===== src/rtl/mpd_pkg.sv =====
package mpd_pkg;

  function automatic int qual_ticks(input int dly, input int pct);
    return (dly * pct + 50) / 100;
  endfunction

  function automatic int max4(input int a, input int b, input int c, input int d);
    int m;
    m = a;
    if (b > m) m = b;
    if (c > m) m = c;
    if (d > m) m = d;
    return m;
  endfunction

endpackage


===== src/rtl/mpd_dly_lut.sv =====
module mpd_dly_lut #(
  parameter int DLY0  = 360,
  parameter int DLY1  = 90,
  parameter int DLY2  = 180,
  parameter int DLY3  = 720,
  parameter int PCT   = 13,
  parameter int CNT_W = 10
) (
  input  logic [1:0]       sel_i,
  output logic [CNT_W-1:0] full_o,
  output logic [CNT_W-1:0] win_o
);
  localparam int NCODE = 4;

  logic [CNT_W-1:0] full_tab [NCODE];
  logic [CNT_W-1:0] win_tab  [NCODE];

  for (genvar g = 0; g < NCODE; g++) begin : g_tab
    localparam int D = (g == 0) ? DLY0 : (g == 1) ? DLY1 : (g == 2) ? DLY2 : DLY3;
    assign full_tab[g] = CNT_W'(D);
    assign win_tab[g]  = CNT_W'(mpd_pkg::qual_ticks(D, PCT));
  end

  assign full_o = full_tab[sel_i];
  assign win_o  = win_tab[sel_i];
endmodule


===== src/rtl/mpd_qual_cnt.sv =====
module mpd_qual_cnt #(
  parameter int CNT_W = 10
) (
  input  logic             clk_i,
  input  logic             rst_ni,
  input  logic             armed_i,
  input  logic             tick_i,
  input  logic             below_i,
  input  logic [CNT_W-1:0] win_i,
  output logic             rearm_o
);
  logic [CNT_W-1:0] qual_q;

  always_ff @(posedge clk_i or negedge rst_ni) begin
    if (!rst_ni)            qual_q <= '0;
    else if (!armed_i)      qual_q <= '0;
    else if (tick_i) begin
      if (below_i)          qual_q <= '0;
      else if (qual_q < win_i) qual_q <= qual_q + 1'b1;
    end
  end

  // reload strobe on the tick that completes the window
  assign rearm_o = armed_i && tick_i && !below_i && (qual_q == win_i - 1'b1);

  assert_qual_clear_R6: assert property (@(posedge clk_i) disable iff (!rst_ni)
    (armed_i && tick_i && below_i) |=> (qual_q == '0));

  assert_qual_bound_R5: assert property (@(posedge clk_i) disable iff (!rst_ni)
    qual_q <= win_i);
endmodule


===== src/rtl/mpd_dly_cnt.sv =====
module mpd_dly_cnt #(
  parameter int CNT_W = 10,
  parameter int RST_FULL = 360
) (
  input  logic             clk_i,
  input  logic             rst_ni,
  input  logic             armed_i,
  input  logic             tick_i,
  input  logic             below_i,
  input  logic             rearm_i,
  input  logic [CNT_W-1:0] full_i,
  output logic             disc_o
);
  logic [CNT_W-1:0] cnt_q;
  logic             done_q;
  logic             disc_q;

  always_ff @(posedge clk_i or negedge rst_ni) begin
    if (!rst_ni) begin
      cnt_q  <= CNT_W'(RST_FULL);
      done_q <= 1'b0;
      disc_q <= 1'b0;
    end else if (!armed_i) begin
      cnt_q  <= full_i;
      done_q <= 1'b0;
      disc_q <= 1'b0;
    end else begin
      disc_q <= 1'b0;
      if (!done_q) begin
        if (rearm_i) begin
          cnt_q <= full_i;
        end else if (tick_i && below_i && cnt_q != '0) begin
          cnt_q <= cnt_q - 1'b1;
          if (cnt_q == CNT_W'(1)) begin
            disc_q <= 1'b1;
            done_q <= 1'b1;
          end
        end
      end
    end
  end

  assign disc_o = disc_q;

  assert_hold_unarmed_R2: assert property (@(posedge clk_i) disable iff (!rst_ni)
    !armed_i |=> (cnt_q == $past(full_i)));

  assert_no_tick_stable_R3: assert property (@(posedge clk_i) disable iff (!rst_ni)
    (armed_i && !tick_i) |=> $stable(cnt_q));

  assert_no_wrap_R4: assert property (@(posedge clk_i) disable iff (!rst_ni)
    (armed_i && cnt_q == '0) |=> (cnt_q == '0));

  assert_pulse_at_zero_R4: assert property (@(posedge clk_i) disable iff (!rst_ni)
    disc_q |-> (cnt_q == '0 && done_q));

  assert_one_cycle_R7: assert property (@(posedge clk_i) disable iff (!rst_ni)
    disc_q |=> !disc_q);
endmodule


===== src/rtl/mpd_timer.sv =====
module mpd_timer #(
  parameter int DLY0 = 360,
  parameter int DLY1 = 90,
  parameter int DLY2 = 180,
  parameter int DLY3 = 720,
  parameter int QUAL_PCT = 13
) (
  input  logic       clk_i,
  input  logic       rst_ni,
  input  logic       tick_i,
  input  logic       armed_i,
  input  logic       below_i,
  input  logic [1:0] dly_sel_i,
  output logic       disc_o
);
  localparam int MAX_DLY = mpd_pkg::max4(DLY0, DLY1, DLY2, DLY3);
  localparam int CNT_W   = $clog2(MAX_DLY + 1);

  logic [CNT_W-1:0] full;
  logic [CNT_W-1:0] win;
  logic             rearm;

  mpd_dly_lut #(
    .DLY0(DLY0), .DLY1(DLY1), .DLY2(DLY2), .DLY3(DLY3),
    .PCT(QUAL_PCT), .CNT_W(CNT_W)
  ) u_lut (
    .sel_i (dly_sel_i),
    .full_o(full),
    .win_o (win)
  );

  mpd_qual_cnt #(.CNT_W(CNT_W)) u_qual (
    .clk_i  (clk_i),
    .rst_ni (rst_ni),
    .armed_i(armed_i),
    .tick_i (tick_i),
    .below_i(below_i),
    .win_i  (win),
    .rearm_o(rearm)
  );

  mpd_dly_cnt #(.CNT_W(CNT_W), .RST_FULL(DLY0)) u_dly (
    .clk_i  (clk_i),
    .rst_ni (rst_ni),
    .armed_i(armed_i),
    .tick_i (tick_i),
    .below_i(below_i),
    .rearm_i(rearm),
    .full_i (full),
    .disc_o (disc_o)
  );

  assert_no_disc_unarmed_R2: assert property (@(posedge clk_i) disable iff (!rst_ni)
    !armed_i |=> !disc_o);

  assert_rearm_above_R5: assert property (@(posedge clk_i) disable iff (!rst_ni)
    rearm |-> (armed_i && !below_i));
endmodule


===== config.mk =====
export PLATFORM = sky130hd
export DESIGN_NAME = mpd_timer
export DESIGN_NICKNAME = d
export VERILOG_FILES = /design/src/rtl/mpd_pkg.sv /design/src/rtl/mpd_dly_lut.sv /design/src/rtl/mpd_qual_cnt.sv /design/src/rtl/mpd_dly_cnt.sv /design/src/rtl/mpd_timer.sv
export SDC_FILE = /design/constraint.sdc
export NUM_CORES = 1
export LEC_CHECK = 0
export BUFFER_PORTS_ARGS = -buffer_cell sky130_fd_sc_hd__buf_2
export CAP_MARGIN = 30
export CELL_PAD_IN_SITES_DETAIL_PLACEMENT = 0
export CELL_PAD_IN_SITES_GLOBAL_PLACEMENT = 1
export CORE_UTILIZATION = 51
export CTS_CLUSTER_DIAMETER = 200
export DETAILED_ROUTE_END_ITERATION = 8
export HOLD_SLACK_MARGIN = 0.03
export PLACE_DENSITY_LB_ADDON = 0.1
export SETUP_SLACK_MARGIN = 0.05
export SLEW_MARGIN = 20
export SYNTH_ARGS = -nofsm -noshare
export SYNTH_HDL_FRONTEND = slang
export SYNTH_HIERARCHICAL = 1
export SYNTH_SLANG_ARGS = --single-unit

===== constraint.sdc =====
create_clock -name clk_i -period 7.3 [get_ports clk_i]
set_input_delay 1.095 -clock clk_i [delete_from_list [all_inputs] [get_ports clk_i]]
set_output_delay 1.095 -clock clk_i [all_outputs]
set_load 0.05 [all_outputs]

==> Word-level counts from Yosys, hierarchy flattened <==
Index checks and enable logic that the tools add are counted.
{ "totals": {"elab_cells": 46, "inputBits": 7, "register_bits": 22, "output_inout_bits": 1} }
{ "op_classes": {"addsub": 3, "muxes": 21, "reduce_logical": 9, "eq_ne": 6, "order_cmp": 2, "bitwise": 1} }
{ "ops": {"columns": ["op", "count"], "rows": [
  ["two-way mux 10 bit", 12],
  ["binary-select mux 10 bit (select 2 bit)", 2],
  ["subtractor 10 x 1 -> 10 bit (second input constant)", 2],
  ["adder 10 x 1 -> 10 bit (second input constant)", 1],
  ["equality test 10 x 1 -> 1 bit (second input constant)", 1],
  ["equality test 10 bit", 1],
  ["< comparator 10 bit", 1],
  ["nonzero test 10 bit", 1],
  ["two-way mux 1 bit", 7],
  ["inequality test 3 x 1 -> 1 bit (second input constant)", 2],
  ["logical AND 1 bit", 5],
  ["inequality test 2 bit (second input constant)", 2],
  ["AND reduction 2 bit", 2],
  [">= comparator 3 bit (second input constant)", 1],
  ["NOT 2 -> 3 bit", 1],
  ["logical NOT 1 bit", 1]
]} }

==> Depth between registers and ports, before layout <==
Gate-level depths: netlist of run 1.
{ "logic_depth": {"depth_word": 10, "ltp_mapped": 14, "mapped_depth_nobuf": 12} }

==> Modules after synthesis <==
Netlist of run 1, hierarchy kept.
{ "by_module_without_submodules": {"columns": ["mod", "cells_each", "instances", "seq_area_each_um2", "area_each_um2"], "rows": [
  ["mpd_qual_cnt", 159, 1, 250.2, 1253.7],
  ["mpd_dly_cnt", 87, 1, 305.3, 777.0],
  ["mpd_dly_lut", 22, 1, 0.0, 140.1]
]} }

==> Worst setup path after synthesis of run 1 <==
OpenSTA, ideal clock, no wires.
{ "synth_path": {"path_type": "input to register", "startpoint": "input dly_sel_i[0]", "endpoint": "register u_dly.cnt_q[0]", "setup_ns": 0.096, "t_required_ns": 7.204, "slack_ns": 4.024, "stages": 12, "path_buffers": 1, "arrival_time_ns": 3.180, "cell_sequence": "inv_1 -> buf_4 -> inv_1 -> ha_1 -> xnor2_1 -> nor4_1 -> o2111ai_1 -> a221oi_2 -> nor2b_4 -> a21boi_0 -> nand2_2 -> o31ai_1"} }
{ "synth_between": {"elab_chain_cells": 10, "word_cells_on_any_way": 15, "cone_classes": "add/sub: 1; eq/ne: 2; mux: 9; bitwise: 1; reduce/logical: 2"} }
{ "synth_lines": {"columns": ["item", "line_no", "text"], "rows": [
  ["start, declared", "mpd_timer.sv:13", "input logic [1:0] dly_sel_i,"],
  ["NOT 2 -> 3 bit (implied by the code) (*)", "mpd_dly_lut.sv:25", "assign win_o = win_tab[sel_i];"],
  ["binary-select mux 10 bit (select 2 bit) (*)", "mpd_dly_lut.sv:25", null],
  ["two-way mux 10 bit (implied by the code) (*) (2 in a row)", "mpd_dly_lut.sv:25", null],
  ["net win[0]", "mpd_timer.sv:20", "logic [CNT_W-1:0] win;"],
  ["subtractor 10 x 1 -> 10 bit (*)", "mpd_qual_cnt.sv:24", "assign rearm_o = armed_i && tick_i && !below_i && (qual_q == win_i - 1'b1);"],
  ["equality test 10 bit (*)", "mpd_qual_cnt.sv:24", null],
  ["logical AND 1 bit (*)", "mpd_qual_cnt.sv:24", null],
  ["net rearm", "mpd_timer.sv:21", "logic rearm;"],
  ["two-way mux 10 bit", "mpd_dly_cnt.sv:30", "if (rearm_i) begin"],
  ["two-way mux 10 bit", "mpd_dly_cnt.sv:29", "if (!done_q) begin"],
  ["two-way mux 10 bit", "mpd_dly_cnt.sv:23", "end else if (!armed_i) begin"],
  ["end signal, assigned", "mpd_dly_cnt.sv:24", "cnt_q <= full_i;"],
  ["end signal, assigned", "mpd_dly_cnt.sv:31", "cnt_q <= full_i;"],
  ["end signal, assigned", "mpd_dly_cnt.sv:33", "cnt_q <= cnt_q - 1'b1;"],
  ["end, declared", "mpd_dly_cnt.sv:14", "logic [CNT_W-1:0] cnt_q;"]
]} }
The timed path passes the listed nets; every way through them passes the cells marked *. The select of a mux whose other input is x is not followed.
A chain may end at the register's enable or synchronous reset.

==> Worst setup path in the final report of run 1 <==
{ "layout_path": {"startpoint": "input dly_sel_i[1]", "endpoint": "register u_dly.cnt_q[0]"} }
The elaborated chain is that of the path after synthesis.

==> reports/results.ini, run 1 <==
[outcome]
status=complete, no violations

[sta]
skew_ns=0.00479
fin_tns_setup_ns=0
min_period_over_period=0.520
worst_pin_slew_ns=0.952
fmax_mhz=263
setup_viol=0
min_period_ns=3.80
relSlewSlack=0.365
slew_viol_final=0
rsz0062_at_grt=no
finalHoldViolations=0

[global_routing]
grt_usage=0.249
grt_max_degree=24
antenna_found_initial=0
grt_pass1_vias=1767
grt_first_pass_wirelength_mm=8.45
overflow=0

[floorplan]
row_count=23
dieArea_um2=4520
core_area_um2=4060
die_h_um=67.2
start_util=0.535
ios=8
fp.dieW_um=67.2

[synth]
synth-xor-area-share=0.0524
synth_area_per_cell_um2=8.10
synth_compound_area_frac=0.210
synth_edf_count=0
async_flop_share=1.00
synthDistinctLibCells=62
ys_warn_count=6
yosys.area_share.simple=0.296
synth_flop_cell=dfrtp_1
synth_largest_area_cell=dfrtp_1
post-synth-top-area-fraction=0.207
syn_area_um2=2170
synth_cells=268
synth_top_family_by_area=simple AND/OR/NAND/NOR gates
synthTopCellsByArea=dfrtp_1 21%, ha_1 8.1%, dfstp_2 4.8%
ys_ff_latch=22
synthMuxAreaShare=0.00922
synthAdderAreaFrac=0.0807
synth_seq_area_share=0.256

[clock_network]
cts.clk_slew.worst_paths_ns=0.09
postCtsSetupBuffers=0
cts.sink_count=22
cts-buffers-inserted=3
ctsHoldBuffers=0
cts_tree=done
ctsResizeCount=0
clk_latency_ns=0.27
ctsHtreeMaxLevel=1
root_buffer=clkbuf_8
clk_path_buf_depth=2

[setup_path]
cp.arrival_ns=3.97
reg2reg_depth=9
crit_path_top_delay_cell=a21boi_0
startpoint_type=input pin
reg2reg_from=u_qual/qual_q[0]
criticalPathCategory=in -> reg
end_kind=flip-flop
crit_fanout=15
crit_chain=buf_2 -> nand2b_1 -> inv_1 -> ha_1 -> xnor2_1 -> nor4_1 -> o2111ai_1 -> a221oi_2 -> nor2b_4 -> a21boi_0 -> nand2_2 -> o31ai_1
cp_top_family=compound AO/OA/AOI/OAI gates
startpoint=dly_sel_i[1]
crit_buf_inv=2
critPathMaxStageDelay_ns=0.49
crit_cells=12
critical_path_required_ns=7.48

[final_layout]
nFillCells=386
num_antenna_cells=0
area_growth_pct=0.749
num-nets-final=282
drive_above_1_share=0.108

[routing]
post_drt_wl_per_cell_um=16.5
vias=1920
antenna_left=0
met1_length_mm=2.37
dr_wl_met3_um=162
highest_layer=met4
first_pass_iters=4
wl_mm=5.11
routed_via_density=6.19
drcViolationCount=0
met2_wirelength_mm=2.54
drt_iter0_drc=114

[worst_hold_path]
whs_path_depth=1
hp-start=u_dly/done_q
hold_class=reg -> reg

[power_and_ir_drop]
p_per_area_nw_per_um2=151
peakVddDrop_v=0.000108
leakage_nw=0.875
p_total_mw=0.331

[flow_run]
drv_cap=0

[place]
io_buffers=7
dp_hpwl_mm=3.78
place_congestion=0.867

metrics by stage:
| stage | utilization | cell area (um^2) | instances | setup WS [ns] | hold slack (ns) |
|---|---|---|---|---|---|
| 2_1_floorplan | - | 2180 | 271 | 4.02 | 0.425 |
| 5_1_grt | 0.539 | 2190 | 310 | 3.21 | 0.498 |
| 6_report | 0.539 | 2190 | 310 | 3.50 | 0.473 |
| 3_5_place_dp | 0.528 | 2140 | 306 | 3.24 | 0.465 |
| 4_1_cts | 0.539 | 2190 | 310 | 3.49 | 0.471 |
| 3_3_place_gp | 0.528 | 2140 | 306 | 3.35 | 0.450 |
where the power goes:
group / internal, mW / switching (mW) / total (mW)
Clock: 0.0390 / 0.0424 / 0.0814
Combinational: 0.0360 / 0.0546 / 0.0907
Sequential: 0.139 / 0.0197 / 0.159
synthesized netlist by cell type, types with 6 or more instances:
| library cell | n |
|---|---|
| nand2_1 | 21 |
| or4_1 | 7 |
| o21ai_0 | 13 |
| dfrtp_1 | 18 |
| inv_1 | 17 |
| nor3_1 | 10 |
| nor2b_1 | 7 |
| a21oi_1 | 15 |
| xnor2_1 | 11 |
| buf_4 | 11 |
| o31ai_1 | 6 |
| nor2_1 | 14 |
| nand3_1 | 7 |
| nand2b_1 | 8 |
| ha_1 | 14 |
worst paths after layout:
check,slack (ns),to
setup / recovery,3.50,u_dly/cnt_q[0]
hold / removal,0.47,u_dly/disc_o
setup reg to reg,4.42,u_dly/cnt_q[0]
hold reg to reg,0.47,u_dly/disc_o
max in group asynchronous,6.14,u_dly/cnt_q[5]
min in group asynchronous,0.79,u_qual/qual_q[3]
layout make-up:
class | instances | area [um^2] | area share
multi-input combinational | 210 | 1430 | 0.652
timing repair buffer | 7 | 35.0 | 0.0160
clock buffer | 4 | 45.0 | 0.0206
inverter | 17 | 63.8 | 0.0292
tap | 50 | 62.6 | 0.0286
sequential | 22 | 556 | 0.254
flip-flops by register name (all words and copies together), names as in the netlist:
signal,flops
u_dly/cnt_q,10
u_qual/qual_q,10
u_dly/disc_o,1
u_dly/done_q,1
logic make-up (layout without fill, tap and decap cells):
kind of cell,after synthesis,in the layout
other,2,5
multiplexers,2,2
XOR/XNOR,13,13
AO/OA/AOI/OAI,66,66
adder cells (fa/ha/maj),14,14
flip-flops,22,22
AND/OR/NAND/NOR,110,110
buffers and inverters,39,28
layout by cell type (no fill, tap or decap), types with 3 or more instances in the layout:
cell type,Yosys,layout
dfstp_2,4,4
ha_1,14,14
or4_1,7,7
conb_1,2,5
or3_1,3,3
o311ai_0,5,5
o31ai_1,6,6
nand4_1,3,3
nand2b_1,8,8
buf_2,5,7
clkbuf_8,0,3
nand2_1,21,21
nor3_1,10,10
nor3b_1,4,4
nor4_1,5,5
inv_1,17,17
xnor2_1,11,11
nor2b_1,7,7
a21oi_1,15,15
o21ai_0,13,13
and3_1,5,5
dfrtp_1,18,18
nor2_1,14,14
nand3_1,7,7
layer usage:
| metal | vias to the layer above | track usage |
|---|---|---|
| met5 | - | 0 |
| met4 | 0 | 0.0824 |
| met3 | 4 | 0.0372 |
| met2 | 42 | 0.420 |
| met1 | 922 | 0.321 |
| li1 | 952 | - |
Note: power is estimated with default switching activity, not from simulation.
==> run 2, diff against run 1 <==
- CORE_UTILIZATION: 51 -> 47
- clock period: 7.3 -> 3.96 ns (I/O delays scaled with it)
==> run 2 against run 1 <==
  * Clock skew shrank 0.0010 ns
  * Global-route usage decreased by 2.2 points
  * Via count is 3.0% lower
  * Worst hold slack got worse by 0.17 ns
  * Core utilization shrank 3.4 points
  * Combinational power is 87% higher
  * Routed wire length increased by 2.9%
  * Worst setup slack lost 2.6 ns
==> reports/results.ini, run 2 (synthesized netlist as in run 1, its figures left out) <==
[floorplan]
dieArea_um2=4890  ; +8.3%
start_util=0.495  ; -0.0399
ios=8  ; unchanged
core_area_um2=4380  ; +8.0%
row_count=24  ; +4.3%
die_h_um=70.0  ; +4.0%
fp.dieW_um=70.0  ; +4.0%

[clock_network]
cts.sink_count=22  ; unchanged
cts-buffers-inserted=3  ; unchanged
postCtsSetupBuffers=0  ; unchanged
cts_tree=done
ctsResizeCount=0  ; unchanged
ctsHoldBuffers=0  ; unchanged
root_buffer=clkbuf_8
clk_latency_ns=0.27  ; about the same
ctsHtreeMaxLevel=1  ; unchanged
cts.clk_slew.worst_paths_ns=0.09  ; about the same
clk_path_buf_depth=2  ; unchanged

[setup_path]
reg2reg_from=u_qual/qual_q[0]
crit_fanout=15  ; unchanged
critical_path_required_ns=4.14  ; -3.34 ns
end_kind=flip-flop
reg2reg_to=u_dly/cnt_q[0]
reg2reg_depth=9  ; unchanged
crit_path_top_delay_cell=a21boi_0
reg2reg_setup_slack_ns=1.26  ; -3.16 ns
startpoint_type=input pin
crit_chain=buf_2 -> nand2b_1 -> inv_1 -> ha_1 -> xnor2_1 -> nor4_1 -> o2111ai_1 -> a221oi_2 -> nor2b_4 -> a21boi_0 -> nand2_2 -> o31ai_1
cp.arrival_ns=3.19  ; -0.78 ns
cp_top_family=compound AO/OA/AOI/OAI gates
criticalPathCategory=in -> reg
crit_buf_inv=2  ; unchanged
critPathMaxStageDelay_ns=0.41  ; -0.08 ns

[final_layout]
reg_top3=u_dly/cnt_q (10), u_qual/qual_q (10)
layout_commonest_cell=nand2_1
nFillCells=446  ; +16%
num_antenna_cells=0  ; unchanged
area_growth_pct=2.02
final_cell_mix=21 x nand2_1, 18 x dfrtp_1, 17 x inv_1, 15 x a21oi_1
final_core_util=0.505  ; -0.0339
drive_above_1_share=0.118  ; +0.0106
num-nets-final=284  ; +0.71%

[power_and_ir_drop]
pwr-share-seq=0.463  ; -0.017
p_per_area_nw_per_um2=285  ; +88%
leakage_nw=0.891  ; +1.8%
pwr-share-comb=0.270  ; -0.004
internal_power_mw=0.413  ; +93%
switching_share=0.346  ; -0.00641
peakVddDrop_v=0.000180  ; +67%
p_total_mw=0.632  ; +91%
p_sw_mw=0.219  ; +87%
clkPwrFrac=0.267  ; +0.021

[sta]
skew_ns=0.00378  ; -0.00101 ns
min_period_ns=3.01
setup_slack_ns=0.946  ; -2.56 ns
fmax_mhz=332
min_period_over_period=0.761
slew_viol_final=0  ; unchanged
finalHoldViolations=0  ; unchanged
whs_ns=0.303  ; -0.170 ns
fin_tns_setup_ns=0  ; unchanged
rsz0062_at_grt=no
setup_viol=0  ; unchanged
relSlewSlack=0.369  ; +0.00342
worst_pin_slew_ns=0.947  ; -0.00512 ns

[global_routing]
grt_max_degree=24  ; unchanged
grt_pass1_vias=1736  ; -1.8%
antenna_found_initial=0  ; unchanged
grt_first_pass_wirelength_mm=8.85  ; +4.6%
grt_usage=0.226  ; -0.0225
overflow=0  ; unchanged

[place]
dp_hpwl_mm=3.91  ; +3.3%
io_buffers=7  ; unchanged
dp_slack_ns=0.659  ; -2.58 ns
place_congestion=0.841  ; -3.0%

[routing]
wl_mm=5.26  ; +2.9%
drt_iter0_drc=70  ; -39%
routed_via_density=5.93  ; -4.3%
first_pass_iters=4  ; unchanged
drcViolationCount=0  ; unchanged
post_drt_wl_per_cell_um=16.7  ; +1.6%
antenna_left=0  ; unchanged
vias=1862  ; -3.0%

[worst_hold_path]
hold_class=in -> async

[flow_run]
drv_cap=0  ; unchanged

[outcome]
status=complete, no violations

-- run 2: cell types whose count changed in the layout (fill, tap and decap cells not counted) --
cell      previous run  this run
buf_4                0         2
clkbuf_1             1         0
clkbuf_8             3         4
-- run 2: worst max path at each step --
stage	startpoint	endpoint	slack, ns	cells past startpoint
after floorplan	dly_sel_i[0]	u_dly/cnt_q[0]	1.19	12
after global placement	dly_sel_i[1]	u_dly/cnt_q[0]	0.77	12
after detailed placement	dly_sel_i[1]	u_dly/cnt_q[0]	0.66	12
after CTS	dly_sel_i[1]	u_dly/cnt_q[0]	0.95	12
after global routing	dly_sel_i[1]	u_dly/cnt_q[0]	0.67	12
final	dly_sel_i[1]	u_dly/cnt_q[0]	0.95	12
-- run 2: power by group through the flow --
stage	combinational [mW]	sequential, mW	clock (mW)
CTS	0.168	0.291	0.176
detailed placement	0.167	0.296	0
finish	0.170	0.293	0.169
global route	0.192	0.295	0.183
global placement	0.170	0.297	0
floorplan	0.137	0.287	0
-- run 2: cell type report --
type | instances | area (um^2) | area share
tap | 52 | 65.1 | 0.0294
timing repair buffer | 9 | 50.0 | 0.0226
inverter | 17 | 63.8 | 0.0288
multi-input combinational | 210 | 1430 | 0.644
clock buffer | 4 | 55.1 | 0.0249
sequential | 22 | 556 | 0.251
-- run 2: through the flow --
stage / cells / instance area (um^2)
4_1_cts: 314 / 2210
2_1_floorplan: 271 / 2180
3_3_place_gp: 310 / 2160
5_1_grt: 314 / 2210
3_5_place_dp: 310 / 2160
6_report: 314 / 2210
-- run 2: worst register-to-register path, delay by kind of cell, from the launching register on --
family,cells,cell delay (ns)
AOI/OAI and AO/OA,4,1.14
adders and majority gates,1,0.28
buffers and inverters,1,0.11
DFF,1,0.46
and+or+nand+nor,3,0.64
-- run 2: per-layer routing --
metal	share of wire	track usage	vias to the layer above
li1	-	-	955
met1	0.49	0.305	867
met2	0.48	0.372	30
met3	0.019	0.0346	10
met4	0.017	0.0711	0
met5	0	0	-
